[src/rtl/dto_pkg.sv]
package dto_pkg;
  typedef enum logic [0:0] {
    DTO_ADDR_PERIOD = 1'b0,
    DTO_ADDR_STATUS = 1'b1
  } dto_addr_e;
endpackage

[src/rtl/dto_rst_sync.sv]
module dto_rst_sync (
  input  logic clk,
  input  logic rst_n,
  output logic rst_n_sync
);
  logic [1:0] sync_q;
  always_ff @(posedge clk or negedge rst_n) begin
    if (!rst_n) sync_q <= 2'b00;
    else        sync_q <= {sync_q[0], 1'b1};
  end
  assign rst_n_sync = sync_q[1];
endmodule

[src/rtl/dto_regs.sv]
module dto_regs
  import dto_pkg::*;
#(
  parameter int CNT_W = 32
) (
  input  logic             clk,
  input  logic             rst_n,
  input  logic             wr_en,
  input  logic             wr_addr,
  input  logic [CNT_W-1:0] wr_data,
  input  logic             rd_addr,
  input  logic             flag_i,
  output logic [CNT_W-1:0] period_o,
  output logic             clr_o,
  output logic [CNT_W-1:0] rd_data
);
  logic [CNT_W-1:0] period_q, period_d;
  logic [CNT_W-1:0] rd_q, rd_d;
  logic             wr_period;

  always_comb begin
    wr_period = wr_en && (dto_addr_e'(wr_addr) == DTO_ADDR_PERIOD);
    clr_o     = wr_en && (dto_addr_e'(wr_addr) == DTO_ADDR_STATUS) && wr_data[0];
    period_d  = wr_period ? wr_data : period_q;
    if (dto_addr_e'(rd_addr) == DTO_ADDR_STATUS) rd_d = {{(CNT_W-1){1'b0}}, flag_i};
    else                                          rd_d = period_q;
  end

  always_ff @(posedge clk or negedge rst_n) begin
    if (!rst_n) begin
      period_q <= '0;
      rd_q     <= '0;
    end else begin
      period_q <= period_d;
      rd_q     <= rd_d;
    end
  end

  assign period_o = period_q;
  assign rd_data  = rd_q;
endmodule

[src/rtl/dto_entry.sv]
module dto_entry (
  input  logic clk,
  input  logic rst_n,
  input  logic st_rdwait,
  input  logic st_busy,
  output logic load_o,
  output logic qual_o
);
  logic prev_rw_q, prev_bz_q;

  always_comb begin
    load_o = (st_rdwait && !prev_rw_q) || (st_busy && !prev_bz_q);
    qual_o = st_rdwait || st_busy;
  end

  always_ff @(posedge clk or negedge rst_n) begin
    if (!rst_n) begin
      prev_rw_q <= 1'b0;
      prev_bz_q <= 1'b0;
    end else begin
      prev_rw_q <= st_rdwait;
      prev_bz_q <= st_busy;
    end
  end
endmodule

[src/rtl/dto_counter.sv]
module dto_counter #(
  parameter int CNT_W = 32
) (
  input  logic             clk,
  input  logic             rst_n,
  input  logic [CNT_W-1:0] period_i,
  input  logic             load_i,
  input  logic             qual_i,
  input  logic             tick_i,
  output logic             fire_o
);
  localparam logic [CNT_W-1:0] ONE = CNT_W'(1);
  logic [CNT_W-1:0] cnt_q, cnt_d;
  logic             armed_q, armed_d;

  always_comb begin
    cnt_d   = cnt_q;
    armed_d = armed_q;
    fire_o  = 1'b0;
    if (!qual_i) begin
      armed_d = 1'b0;
    end else if (load_i) begin
      cnt_d   = period_i;
      armed_d = 1'b1;
    end else if (armed_q && tick_i) begin
      if (cnt_q <= ONE) begin
        fire_o  = 1'b1;
        armed_d = 1'b0;
        cnt_d   = '0;
      end else begin
        cnt_d = cnt_q - ONE;
      end
    end
  end

  always_ff @(posedge clk or negedge rst_n) begin
    if (!rst_n) begin
      cnt_q   <= '0;
      armed_q <= 1'b0;
    end else begin
      cnt_q   <= cnt_d;
      armed_q <= armed_d;
    end
  end
endmodule

[src/rtl/dto_status.sv]
module dto_status (
  input  logic clk,
  input  logic rst_n,
  input  logic fire_i,
  input  logic clr_i,
  output logic flag_o,
  output logic pulse_o
);
  logic flag_q, flag_d;
  logic pulse_q;

  always_comb begin
    if (fire_i)     flag_d = 1'b1;
    else if (clr_i) flag_d = 1'b0;
    else            flag_d = flag_q;
  end

  always_ff @(posedge clk or negedge rst_n) begin
    if (!rst_n) begin
      flag_q  <= 1'b0;
      pulse_q <= 1'b0;
    end else begin
      flag_q  <= flag_d;
      pulse_q <= fire_i;
    end
  end

  assign flag_o  = flag_q;
  assign pulse_o = pulse_q;
endmodule

[src/rtl/dto_watchdog.sv]
module dto_watchdog #(
  parameter int CNT_W = 32
) (
  input  logic             clk,
  input  logic             rst_n,
  input  logic             st_rdwait,
  input  logic             st_busy,
  input  logic             card_clk_en,
  input  logic             wr_en,
  input  logic             wr_addr,
  input  logic [CNT_W-1:0] wr_data,
  input  logic             rd_addr,
  output logic [CNT_W-1:0] rd_data,
  output logic             tmo_flag,
  output logic             tmo_pulse
);
  logic             rst_ni;
  logic [CNT_W-1:0] period;
  logic             clr, load, qual, fire;

  dto_rst_sync u_rst (.clk(clk), .rst_n(rst_n), .rst_n_sync(rst_ni));

  dto_regs #(.CNT_W(CNT_W)) u_regs (
    .clk(clk), .rst_n(rst_ni), .wr_en(wr_en), .wr_addr(wr_addr),
    .wr_data(wr_data), .rd_addr(rd_addr), .flag_i(tmo_flag),
    .period_o(period), .clr_o(clr), .rd_data(rd_data)
  );

  dto_entry u_entry (
    .clk(clk), .rst_n(rst_ni), .st_rdwait(st_rdwait), .st_busy(st_busy),
    .load_o(load), .qual_o(qual)
  );

  dto_counter #(.CNT_W(CNT_W)) u_cnt (
    .clk(clk), .rst_n(rst_ni), .period_i(period), .load_i(load),
    .qual_i(qual), .tick_i(card_clk_en), .fire_o(fire)
  );

  dto_status u_stat (
    .clk(clk), .rst_n(rst_ni), .fire_i(fire), .clr_i(clr),
    .flag_o(tmo_flag), .pulse_o(tmo_pulse)
  );
endmodule

[config.mk]
export PLATFORM = sky130hd
export DESIGN_NAME = dto_watchdog
export DESIGN_NICKNAME = d
export VERILOG_FILES = /design/src/rtl/dto_pkg.sv /design/src/rtl/dto_rst_sync.sv /design/src/rtl/dto_regs.sv /design/src/rtl/dto_entry.sv /design/src/rtl/dto_counter.sv /design/src/rtl/dto_status.sv /design/src/rtl/dto_watchdog.sv
export SDC_FILE = /design/constraint.sdc
export NUM_CORES = 1
export LEC_CHECK = 0
export CAP_MARGIN = 20
export CORE_ASPECT_RATIO = 0.5
export CORE_MARGIN = 2
export CORE_UTILIZATION = 39
export CTS_BUF_LIST = sky130_fd_sc_hd__clkbuf_2 sky130_fd_sc_hd__clkbuf_4 sky130_fd_sc_hd__clkbuf_8
export DETAILED_ROUTE_END_ITERATION = 8
export PLACE_DENSITY = 0.63
export RECOVER_POWER = 100
export SYNTH_ARGS = -nofsm -noshare
export SYNTH_HDL_FRONTEND = slang
export SYNTH_SLANG_ARGS = --single-unit
[constraint.sdc]
create_clock -name clk -period 3.25 [get_ports clk]
set_input_delay 0.325 -clock clk [delete_from_list [all_inputs] [get_ports clk]]
set_output_delay 0.325 -clock clk [all_outputs]
set_load 0.05 [all_outputs]
==> flow_summary.toml <==
[drt]
ant_nets = 0
vias = 3475
drt_iter0_drc = 258
wl_per_cell_um = 16.6
drc = 0
vias_per_cell = 5.42
routed_wl_mm = 10.7
drt_pass1_iterations = 5

[floorplanning]
initial_utilization = 0.409
core_um2 = 11200
io_pins = 74
rows = 27
die-area_um2 = 12700
die_h_um = 80.7
dieWidth_um = 157

[critical_path]
reg2regPathDepth = 6
timing.rr.start = "u_cnt.cnt_q[10]"
slowest_stage = "or4_1"
crit_type = "flip-flop to flip-flop"
critPathMaxStageDelay_ps = 660
required_ps = 3520
crit_family = "simple AND/OR/NAND/NOR gates"
critPathLaunchType = "flip-flop"
cp.arrival_ps = 3000
cp_num_buf_inv = 1
path_cells = "or4_1 > nor4_1 > buf_4 > a31o_4 > nor2_1 > a221o_1"
endpoint_kind = "flip-flop"
reg2reg_slack_ps = 520
timing.rr.end = "u_cnt.cnt_q[24]"
cp_max_fo = 17

[placed_design]
portBuffers = 73
dpl.hpwl_mm = 7.33
gp_congestion = 0.862

[cts]
post_cts_resized = 0
cts_setup_buffers = 0
clk_pin_slew_ps = 100
cts_buffers = 9
hold_buffers = 0
clk_path_buf_depth = 2
insertion_delay_ps = 380
htreeDepth = 3
cts_root_buf = "clkbuf_8"
clock_sinks = 103
cts_tree = "done"

[grt]
grt_pass1_wl_mm = 17.4
grt_usage = 0.179
grt_start_max_net_pins = 52
gr-total-overflow = 0
grt_pass1_vias = 3301
antenna_found_initial = 0

[pwr]
leakagePower_nw = 2.34
power_density_nw_per_um2 = 565
peakVddDrop_mv = 0.218
finalPower_mw = 3.23

[sta]
period_minus_slack_ps = 2730
hold_ws_ps = 174
relSlewSlack = -0.406
skew_ps = 11.0
tns_ps = 0
rsz0062_at_grt = "false"
timing.final.crit_share = 0.839
setup_viol = 0
hold_viol = 0
tightest_slew_ps = 2110
max_clock_freq_mhz = 367
slew_viol_final = 51

[synthesis]
synthArstFlopShare = 1.00
synth-seq-cells = 103
ys_top_cells_by_area = "dfrtp_1 (56%), mux2_2 (8.1%), nor2b_1 (4.4%), a221o_1 (2.4%), nand2_1 (2.1%)"
syn_inst = 401
synth_top_flop_cell = "dfrtp_1"
synth_top_area_frac = 0.561
synth_edf_count = 0
seq_area_frac_synth = 0.561
syn_avg_cell_area_um2 = 11.4
synth_cell_types = 53
yosysTopAreaCell = "dfrtp_1"
ys_warn_count = 0
syn_area_um2 = 4590
synth_nets = 443

[worst_hold_path]
min_path_type = "input port to asynchronous set/reset pin"

[layout]
num_antenna_cells = 0
mostFrequentLayoutCell = "dfrtp_1"
nets = 519
final_cell_mix = "dfrtp_1 (103), dlygate4sd3_1 (39), clkdlybuf4s50_1 (34)"
synthToLayoutAreaGrowth_pct = 24.5
drive_above_1_share = 0.139

[run_status]
outcome = "complete, but fails checks"
violations = "capacitance limit, slew limit"

[job]
cap_violations = 1
## final cells by class
class,count,area (um2)
well taps,159,199
flip-flops and latches,103,2580
inverters,10,37.5
multi-input cells,267,1870
fillers,1059,5500
clock inverters,6,70.1
repair buffers,86,826
clock buffers,10,131
## cells in the mapped netlist (all sizes together), types with 7 or more instances
cell type  count
nand3         11
nand2         26
clkbuf        14
nor2b         32
a21oi          7
o21ai         19
nor3          15
dfrtp        103
nor4          12
or4            9
mux2          33
o311ai         7
nor2          15
inv           10
buf            7
a221o         11
## logic make-up (layout without fill, tap and decap cells)
group                    Yosys count  after routing  share of synthesized area
buffers and inverters             31            112                     0.0283
AND/OR/NAND/NOR                  145            145                      0.182
AO/OA/AOI/OAI                     86             86                      0.141
adder cells (fa/ha/maj)            2              2                    0.00545
other                              1              1                   0.000817
flip-flops                       103            103                      0.561
multiplexers                      33             33                     0.0809
## how the worst max path moves through the flow
stage,startpoint,cells after the start,to
finish,u_cnt.cnt_q[10],6,u_cnt.cnt_q[24]
global route,u_cnt.cnt_q[10],6,u_cnt.cnt_q[24]
CTS,u_cnt.cnt_q[10],6,u_cnt.cnt_q[24]
detailed placement,st_busy,6,u_cnt.cnt_q[13]
global placement,u_cnt.cnt_q[10],6,u_cnt.cnt_q[24]
floorplan,u_rst.sync_q[1],0,u_cnt.armed_q
## where the power goes
part / switching (mW) / total, mW / internal (mW)
registers: 0.205 / 1.68 / 1.48
logic: 0.397 / 0.713 / 0.316
clock network: 0.464 / 0.833 / 0.369
## routing by layer
metal	vias to the layer above	wire length (um)	global-route usage
met5	-	0	0
met1	1713	5540	0.269
met3	11	660	0.0518
met2	102	4360	0.250
li1	1649	-	-
met4	0	106	0.0473
## stage by stage
stage          setup WS (ps)  instance area, um2  utilization  cells
2_1_floorplan            168                4590            -    401
3_3_place_gp             718                5550        0.495    625
3_5_place_dp             660                5550        0.495    625
4_1_cts                  659                5750        0.513    641
5_1_grt                  337                5720        0.510    641
6_report                 524                5720        0.510    641
## flip-flops by register name, indices dropped and copies added (netlist names)
register / cells
u_stat.flag_o: 1
u_entry.prev_rw_q: 1
u_entry.prev_bz_q: 1
u_regs.period_o: 32
u_regs.rd_data: 32
u_rst.sync_q: 2
u_cnt.armed_q: 1
u_stat.pulse_o: 1
u_cnt.cnt_q: 32
(Power assumes the default switching activity.)
